[src/rtl/irq_trk_pkg.sv]
// Shared types for the interrupt pending-state tracker.
package irq_trk_pkg;

    // Pending semantics for level-triggered lines.
    //   SEM_SPLIT : pending follows the input, so pending and active may coexist
    //   SEM_EXCL  : pending and active are exclusive, re-pend at completion
    typedef enum logic {
        SEM_SPLIT = 1'b0,
        SEM_EXCL  = 1'b1
    } pend_sem_e;

    // Trigger mode bit encoding in the configuration mask.
    localparam logic TRIG_LEVEL = 1'b0;
    localparam logic TRIG_EDGE  = 1'b1;

endpackage

[src/rtl/irq_line_cell.sv]
// irq_line_cell: state of one interrupt line.
// Holds the recorded input level, pending, active, enable and trigger mode.
// Assumes irq_in is synchronous to clk. ack_hit is asserted only for a line
// that is pending, enabled and not active. eoi_hit may target any line.
module irq_line_cell
    import irq_trk_pkg::*;
#(
    parameter pend_sem_e SEM = SEM_SPLIT
) (
    input  logic clk,
    input  logic rst_n,
    input  logic irq_in,
    input  logic cfg_we,
    input  logic cfg_en,
    input  logic cfg_edge,
    input  logic ack_hit,
    input  logic eoi_hit,
    output logic pend_q,
    output logic act_q,
    output logic en_q,
    output logic trig_edge_q
);

    logic level_q;
    logic rise;
    logic fall;
    logic pend_n;
    logic act_n;

    // Transition detection against the level recorded in the previous cycle.
    assign rise = irq_in & ~level_q;
    assign fall = ~irq_in & level_q;

    // Next pending state: clears first, sets afterwards so that a new event wins.
    always_comb begin
        pend_n = pend_q;
        if (ack_hit) begin
            pend_n = 1'b0;
        end
        if (fall && (trig_edge_q == TRIG_LEVEL)) begin
            pend_n = 1'b0;
        end
        if (SEM == SEM_SPLIT) begin
            if (rise || (irq_in && (trig_edge_q == TRIG_LEVEL))) begin
                pend_n = 1'b1;
            end
        end else begin
            if (rise && ((trig_edge_q == TRIG_EDGE) || !act_q)) begin
                pend_n = 1'b1;
            end
            if (eoi_hit && act_q && (trig_edge_q == TRIG_LEVEL) && irq_in) begin
                pend_n = 1'b1;
            end
        end
    end

    // Next active state: completion clears, acknowledge sets.
    always_comb begin
        act_n = act_q;
        if (eoi_hit) begin
            act_n = 1'b0;
        end
        if (ack_hit) begin
            act_n = 1'b1;
        end
    end

    // State registers with synchronous reset.
    always_ff @(posedge clk) begin
        if (!rst_n) begin
            level_q     <= 1'b0;
            pend_q      <= 1'b0;
            act_q       <= 1'b0;
            en_q        <= 1'b0;
            trig_edge_q <= TRIG_LEVEL;
        end else begin
            level_q <= irq_in;
            pend_q  <= pend_n;
            act_q   <= act_n;
            if (cfg_we) begin
                en_q        <= cfg_en;
                trig_edge_q <= cfg_edge;
            end
        end
    end

    // an allowed rising input leaves the line pending.
    p_rise_pend_r1: assert property (@(posedge clk) disable iff (!rst_n)
        (rise && ((SEM == SEM_SPLIT) || trig_edge_q || !act_q)) |=> pend_q);

    // a falling level-triggered line is no longer pending.
    p_fall_clear_r2: assert property (@(posedge clk) disable iff (!rst_n)
        (fall && !trig_edge_q) |=> !pend_q);

    // a falling edge-triggered line keeps its pending flag.
    p_edge_keep_r2: assert property (@(posedge clk) disable iff (!rst_n)
        (fall && trig_edge_q && !ack_hit) |=> (pend_q == $past(pend_q)));

    // the recorded level follows the input one cycle later.
    p_level_track_r2: assert property (@(posedge clk) disable iff (!rst_n)
        $past(rst_n) |-> (level_q == $past(irq_in)));

    generate
        if (SEM == SEM_EXCL) begin : g_excl_chk
            // a level-triggered line is never pending and active together.
            p_excl_level_r8: assert property (@(posedge clk) disable iff (!rst_n)
                !trig_edge_q |-> !(pend_q && act_q));

            // completing a still-high level line re-pends it.
            p_repend_r9: assert property (@(posedge clk) disable iff (!rst_n)
                (eoi_hit && act_q && !trig_edge_q && irq_in) |=> (pend_q && !act_q));
        end
    endgenerate

endmodule

[src/rtl/irq_pick.sv]
// irq_pick: fixed-order selector.
// Reports the lowest-numbered set bit of cand. When cand is zero, it reports
// NUM_LINES as the "none" identifier. Purely combinational.
module irq_pick #(
    parameter int NUM_LINES = 8,
    parameter int IDW       = 4
) (
    input  logic [NUM_LINES-1:0] cand,
    output logic                 valid,
    output logic [IDW-1:0]       id
);

    // Scan from the top down so the lowest candidate is written last.
    always_comb begin
        valid = 1'b0;
        id    = IDW'(NUM_LINES);
        for (int i = NUM_LINES - 1; i >= 0; i--) begin
            if (cand[i]) begin
                valid = 1'b1;
                id    = IDW'(i);
            end
        end
    end

endmodule

[src/rtl/irq_pend_tracker.sv]
// irq_pend_tracker: pending and active state for NUM_LINES interrupt lines
// serving one CPU interface. Builds one irq_line_cell per line, forms the
// candidate set (pending, enabled, not active) and reports the lowest one.
// Assumes all inputs are synchronous to clk. ack acts on the line reported in
// the same cycle. SEM picks the level-line pending semantics for this instance.
module irq_pend_tracker
    import irq_trk_pkg::*;
#(
    parameter int        NUM_LINES = 8,
    parameter pend_sem_e SEM       = SEM_SPLIT,
    localparam int       IDW       = $clog2(NUM_LINES + 1)
) (
    input  logic                 clk,
    input  logic                 rst_n,
    input  logic [NUM_LINES-1:0] irq_in,
    input  logic                 cfg_we,
    input  logic [NUM_LINES-1:0] cfg_enable,
    input  logic [NUM_LINES-1:0] cfg_edge,
    input  logic                 ack,
    input  logic                 eoi,
    input  logic [IDW-1:0]       eoi_id,
    output logic                 req,
    output logic [IDW-1:0]       req_id,
    output logic [NUM_LINES-1:0] pend_o,
    output logic [NUM_LINES-1:0] active_o
);

    localparam logic [IDW-1:0] NONE_ID = IDW'(NUM_LINES);

    logic [NUM_LINES-1:0] pend_v;
    logic [NUM_LINES-1:0] act_v;
    logic [NUM_LINES-1:0] en_v;
    logic [NUM_LINES-1:0] trig_v;
    logic [NUM_LINES-1:0] cand;
    logic [NUM_LINES-1:0] ack_hit;
    logic [NUM_LINES-1:0] eoi_hit;
    logic                 pick_valid;
    logic [IDW-1:0]       pick_id;

    // Lines eligible for forwarding: enable gates only this, never pending.
    assign cand = pend_v & en_v & ~act_v;

    // Lowest-numbered eligible line.
    irq_pick #(
        .NUM_LINES (NUM_LINES),
        .IDW       (IDW)
    ) u_pick (
        .cand  (cand),
        .valid (pick_valid),
        .id    (pick_id)
    );

    genvar g;
    generate
        for (g = 0; g < NUM_LINES; g++) begin : g_line
            // Strobe decode for this line.
            assign ack_hit[g] = ack && pick_valid && (pick_id == IDW'(g));
            assign eoi_hit[g] = eoi && (eoi_id == IDW'(g));

            irq_line_cell #(
                .SEM (SEM)
            ) u_cell (
                .clk         (clk),
                .rst_n       (rst_n),
                .irq_in      (irq_in[g]),
                .cfg_we      (cfg_we),
                .cfg_en      (cfg_enable[g]),
                .cfg_edge    (cfg_edge[g]),
                .ack_hit     (ack_hit[g]),
                .eoi_hit     (eoi_hit[g]),
                .pend_q      (pend_v[g]),
                .act_q       (act_v[g]),
                .en_q        (en_v[g]),
                .trig_edge_q (trig_v[g])
            );
        end
    endgenerate

    assign req      = pick_valid;
    assign req_id   = pick_id;
    assign pend_o   = pend_v;
    assign active_o = act_v;

    // an acknowledged line is active in the next cycle.
    p_ack_active_r5: assert property (@(posedge clk) disable iff (!rst_n)
        (|ack_hit) |=> ((act_v & $past(ack_hit)) == $past(ack_hit)));

    // at most one line is acknowledged per cycle.
    p_ack_single_r5: assert property (@(posedge clk) disable iff (!rst_n)
        $onehot0(ack_hit));

    // a completed line is inactive next cycle unless it was acknowledged too.
    p_eoi_clear_r6: assert property (@(posedge clk) disable iff (!rst_n)
        (|(eoi_hit & ~ack_hit)) |=> ((act_v & $past(eoi_hit & ~ack_hit)) == '0));

    // with no request the reported identifier is the "none" value.
    p_none_id_r3: assert property (@(posedge clk) disable iff (!rst_n)
        !req |-> (req_id == NONE_ID));

    // the cycle after reset nothing is pending, active or requested.
    p_reset_idle_r10: assert property (@(posedge clk)
        (rst_n && !$past(rst_n)) |-> (pend_v == '0 && act_v == '0 && !req));

    // a configured-off line is never offered as the request.
    p_disabled_quiet_r11: assert property (@(posedge clk) disable iff (!rst_n)
        (en_v == '0) |-> !req);

    // Trigger mask is only consumed inside the cells; keep it observable here.
    p_trig_reset_r10: assert property (@(posedge clk)
        (rst_n && !$past(rst_n)) |-> (trig_v == '0));

endmodule

[config.mk]
export PLATFORM = sky130hd
export DESIGN_NAME = irq_pend_tracker
export DESIGN_NICKNAME = d
export VERILOG_FILES = /design/src/rtl/irq_trk_pkg.sv /design/src/rtl/irq_line_cell.sv /design/src/rtl/irq_pick.sv /design/src/rtl/irq_pend_tracker.sv
export SDC_FILE = /design/constraint.sdc
export NUM_CORES = 1
export LEC_CHECK = 0
export ABC_AREA = 0
export BUFFER_PORTS_ARGS = -buffer_cell sky130_fd_sc_hd__buf_2
export CORE_ASPECT_RATIO = 1.75
export CORE_MARGIN = 2
export CORE_UTILIZATION = 55
export DETAILED_ROUTE_END_ITERATION = 7
export GPL_ROUTABILITY_DRIVEN = 0
export PLACE_DENSITY_LB_ADDON = 0.05
export SLEW_MARGIN = 0
export SYNTH_ARGS = -nofsm -noshare
export SYNTH_HDL_FRONTEND = slang
export SYNTH_SLANG_ARGS = --single-unit
[constraint.sdc]
create_clock -name clk -period 3.25 [get_ports clk]
set_input_delay 0.8125 -clock clk [delete_from_list [all_inputs] [get_ports clk]]
set_output_delay 0.8125 -clock clk [all_outputs]
set_load 0.01 [all_outputs]
## Word-level counts from Yosys, hierarchy flattened

Cells that the tools add are included.

- Bits of input ports: 33
- Logic and storage cells: 212
- Register bits after elaboration: 40
- Output and inout bits: 21

- Reduce and logical (&&, ||, !) cells: 59
- Equal/unequal tests: 14
- Multiplexer cells: 56
- Bitwise gates (word level): 43

Operators with widths:

| kind | count |
|---|---|
| 2-to-1 mux 1 bit | 48 |
| logical AND 1 bit | 33 |
| == test 4 x 3 -> 1 bit (second input constant) | 8 |
| 2-to-1 mux 4 bit | 8 |
| inverter 1 bit | 24 |
| nonzero test 3 bit | 8 |
| bitwise AND 1 bit | 16 |
| bitwise AND 8 bit | 2 |
| == test 4 x 2 -> 1 bit (second input constant) | 4 |
| nonzero test 2 bit | 8 |
| == test 4 x 1 -> 1 bit (second input constant) | 2 |
| logical NOT 4 bit | 2 |
| logical OR 1 bit | 8 |
| inverter 8 bit | 1 |

## Depth between registers and ports, before layout

- Word-level depth: 15
- Mapped depth: 6
- Gate-level depth less buffers: 6

## Modules after synthesis

From an unflattened synthesis, not the netlist that was laid out.

- Cells, all modules: 184
- Area, all modules: 1790.5 µm²

By module, submodules not included:

| module | sequential area each (µm²) | times used | area each (µm²) | cells each |
|---|---|---|---|---|
| irq_line_cell | 100.1 | 8 | 185.2 | 16 |
| irq_pend_tracker | 0.0 | 1 | 205.2 | 42 |
| irq_pick | 0.0 | 1 | 103.8 | 14 |

## Worst setup path after synthesis

Ideal clock, no wire load.

- Kind: flip-flop to output port
- Start point: register g_line[4].u_cell.act_q
- End point: output req_id[0]
- Arrival: 1172 ps
- Cell stages (with the launch flop): 5
- Data required time: 2438 ps
- Path buffers: 0
- Slack: 1266 ps
- Cell sequence: dfxtp_1 -> nand3b_1 -> and3_4 -> a211oi_4 -> inv_4

- Cells in the longest elaborated chain, start to end: 7

RTL lines:

| what | line | source |
|---|---|---|
| from (decl) | irq_line_cell.sv:19 | `output logic act_q,` |
| from (signal assigned) | irq_line_cell.sv:79 | `act_q <= act_n;` |
| inverter 8 bit | irq_pend_tracker.sv:41 | `assign cand = pend_v & en_v & ~act_v;` |
| bitwise AND 8 bit | irq_pend_tracker.sv:41 |  |
| 2-to-1 mux 4 bit (5 in series) | irq_pick.sv:18 | `if (cand[i]) begin` |
| to (decl) | irq_pend_tracker.sv:23 | `output logic [IDW-1:0] req_id,` |

No other way between the ends.

## Final worst setup path

- Start point: register g_line[2].u_cell.act_q
- End point: output req_id[0]

- Cells in the longest elaborated chain, start to end: 5

RTL lines:

| what | line |
|---|---|
| from (decl) | irq_line_cell.sv:19 |
| from (signal assigned) | irq_line_cell.sv:79 |
| inverter 8 bit | irq_pend_tracker.sv:41 |
| bitwise AND 8 bit | irq_pend_tracker.sv:41 |
| 2-to-1 mux 4 bit (3 in series) | irq_pick.sv:18 |

No other way between the ends.

==> results.md <==
- Worst hold-check path type: register to register
- # clock sinks: 40
- Non-filler instance count after layout: 287
- Slew headroom: between 50% and 60%
- Core Area: 3360 sq um
- Tightest Pin Transition: 0.681 ns
- Hold Vio Cnt, Final: 0
- R2R Path Start: g_line[2].u_cell.act_q
- Syn Nets: about 240
- Register clock-pin slew on the reported worst setup and hold paths: ~0.07 ns
- Hold Path Stages: 2
- Worst path cell trace: nand3b_1 > and3_4 > a211oi_4 > inv_4 > buf_2
- Critical path peak fanout: 10
- Cell Area, Synth: 1910 sq um
- Port Buf Inserts: between 50 and 60
- Crit-path leading delay family: compound AO/OA/AOI/OAI gates
- Register bit total from synthesis: 40
- Initial antenna violation count: 0
- Die area: 3990 sq um
- Static Leak: approximately 0.001 uW
- RSZ-0062 raised after global routing: false
- CTS Buffer Depth: 2
- Synthesis Warnings: 0
- Flop pwr share: ~54%
- Power density over the cells: 460 nW/um^2
- Wirelength per Cell: roughly 14 um
- FP Rows: 28
- Num CTS Buffers: 5
- Initial Utilization: 56.9%
- Setup CP Type: register to output pin
- CP peak stage delay: 0.48 ns
- Antenna cells: 0
- Chip Width: between 40 and 50 um
- Final setup viols: 0
- TritonCTS clock tree: done
- Later-pin clock latency in the skew report: ~0.29 ns
- Crit path max-delay cell type: a211oi_4
- WP buf/inv: 2
- Initial DRC Count: 28
- Comb pwr share: ~15%
- Crit end category: output pin
- Largest net degree at the start of global routing: 47
- Req. time, crit path: 2.44 ns
- R2R Path End: g_line[2].u_cell.pend_q
- Pins Over Slew Limit: 0
- Final Util: around 64%
- Routed Antenna Nets: 0
- Clock share of power: 30.7%
- Total number of vias: between 1500 and 2000
- Routed WL: around 4 mm
- Fraction of layout cells with a size suffix above 1: 27.7%
- Avg Cell Area, Syn: roughly 9.3 sq um
- Hold-fix buffers, CTS: 0
- Post-route cell area: 2160 sq um
- DRT Pass-1 Iters: 4
- Max-cap violations: 0
- Seq/Total Area, Yosys: between 40% and 50%
- Cts repair resizes: 0
- Worst Hold End: g_line[1].u_cell.act_q
- Setup TNS: 0 ns
- Drt drc: 0
- Vias per cell: around 5.4
- Vias in the first global route: about 1400
- Switching Share: between 20% and 30%
- Synth-to-Final Area Change: 12.9%
- Internal: around 730 uW
- # Post-CTS Setup Buffers: 0
- Synth Instances: slightly above 200
- HPWL after DPL: 3.03 mm
- Nets: between 200 and 300
- Worst Skew: around 0.0054 ns
- Root Buffer: clkbuf_8
- Cells on worst reg2reg path: 6
- H-tree Lvls: 2
- Die height: 82.0 um
- Minimum clock period: roughly 2.6 ns
- Global route overflow: 0
- Period utilization: ~81%
- Net Switching: between 200 and 300 uW
- I/O pins: 54
- All-Layer GR Usage: 21.1%
- FMAX: about 380 MHz
- Worst path arrival time: roughly 1.8 ns
- Status: completed
- Hold path start: g_line[1].u_cell.act_q
- Cell count after placement: 280
- Commonest non-fill, non-tap cell in the layout: buf_2
- Most frequent cells in the layout: buf_2, dfxtp_1, nand2_1
- CP startpoint kind: register
- R2R Setup Slk: 1.44 ns
- Pwr Total: 994 uW
- First-pass GRT wire length: about 6.3 mm
- VDD IR max: approximately 390 uV
- Synth cell types: 32
- Post-DP Area: between 2000 and 2500 sq um
-- cells by family (layout without fill, tap and decap cells) --
logic type	Yosys count	count (layout)	synth area share (%)
AO/OA/AOI/OAI	46	46	18.2
AND/OR/NAND/NOR	72	72	22.0
multiplexers	16	16	8.37
buffers and inverters	32	68	9.61
flip-flops	40	40	41.8
-- per-layer routing --
metal / vias up / global-route usage, % / wire length (um)
met3: 7 / 4.55 / 208
met2: 51 / 39.4 / 2100
met5: - / 0 / 0
met1: 723 / 22.4 / 1650
met4: 0 / 10.6 / 79
li1: 781 / - / -
-- power groups by stage --
stage                     clock, uW  combinational, uW  sequential (uW)
after floorplan                   0                111              545
after global placement            0                146              549
after detailed placement          0                150              552
after CTS                       314                151              540
after global routing            331                165              543
final                           305                150              540
-- layout make-up --
cell class                      count  area, sq um
Fill cell                         306         1200
Multi-Input combinational cell    134          930
Sequential cell                    40          801
Timing Repair Buffer               53          265
Clock buffer                        6         72.6
Tap cell                           45         56.3
Inverter                            8         32.5
Clock inverter                      1         5.00
-- worst max-delay path by stage --
| stage | cells after the start | slack, ns | end | from |
|---|---|---|---|---|
| finish | 5 | 0.61 | req_id[0] | g_line[2].u_cell.act_q |
| global route | 5 | 0.48 | req_id[0] | g_line[4].u_cell.act_q |
| CTS | 5 | 0.60 | req_id[0] | g_line[2].u_cell.act_q |
| detailed placement | 5 | 0.94 | req_id[0] | g_line[2].u_cell.act_q |
| global placement | 5 | 0.97 | req_id[0] | g_line[2].u_cell.act_q |
| floorplan | 4 | 1.27 | req_id[0] | g_line[4].u_cell.act_q |
-- worst min-delay path, stage by stage, from the launching register on --
cell and delay (ns):
dfxtp_1 0.32, o21ai_0 0.06, a21boi_0 0.07
-- stage by stage --
| stage | hold WS (ns) | worst slack (ns) |
|---|---|---|
| 3_3_place_gp | 0.481 | 0.966 |
| 6_report | 0.506 | 0.608 |
| 4_1_cts | 0.510 | 0.600 |
| 3_5_place_dp | 0.500 | 0.936 |
| 5_1_grt | 0.534 | 0.482 |
| 2_1_floorplan | 0.471 | 1.27 |
-- synth_stat cells (all sizes together) --
cell     number  area (sq um)
nor4          1          6.26
nand2        18          67.6
buf          17           125
or3           1          6.26
and3          1          11.3
nand2b        2          12.5
nor3b         1          12.5
o2111ai       6          52.6
o21ai        12          60.1
nor3          1          5.00
inv           8          32.5
clkbuf        7          26.3
nor2b        16           100
nand3b        7          52.6
and2          9          56.3
o31ai         3          36.3
and3b         4          37.5
nand3         3          15.0
mux2i        16           160
nand4         1          6.26
nor2          6          22.5
a21boi        3          22.5
dfxtp        40           801
o21a          6          45.0
or3b          1          8.76
o211ai        7          52.6
a211oi        1          20.0
a22oi         8          60.1
-- sequential cells by signal, indices dropped and copies added, names as in the netlist --
name,cells
g_line.u_cell.pend_q,8
g_line.u_cell.level_q,8
g_line.u_cell.en_q,8
g_line.u_cell.act_q,8
g_line.u_cell.trig_edge_q,8
Note: power is estimated with default switching activity, not from simulation.
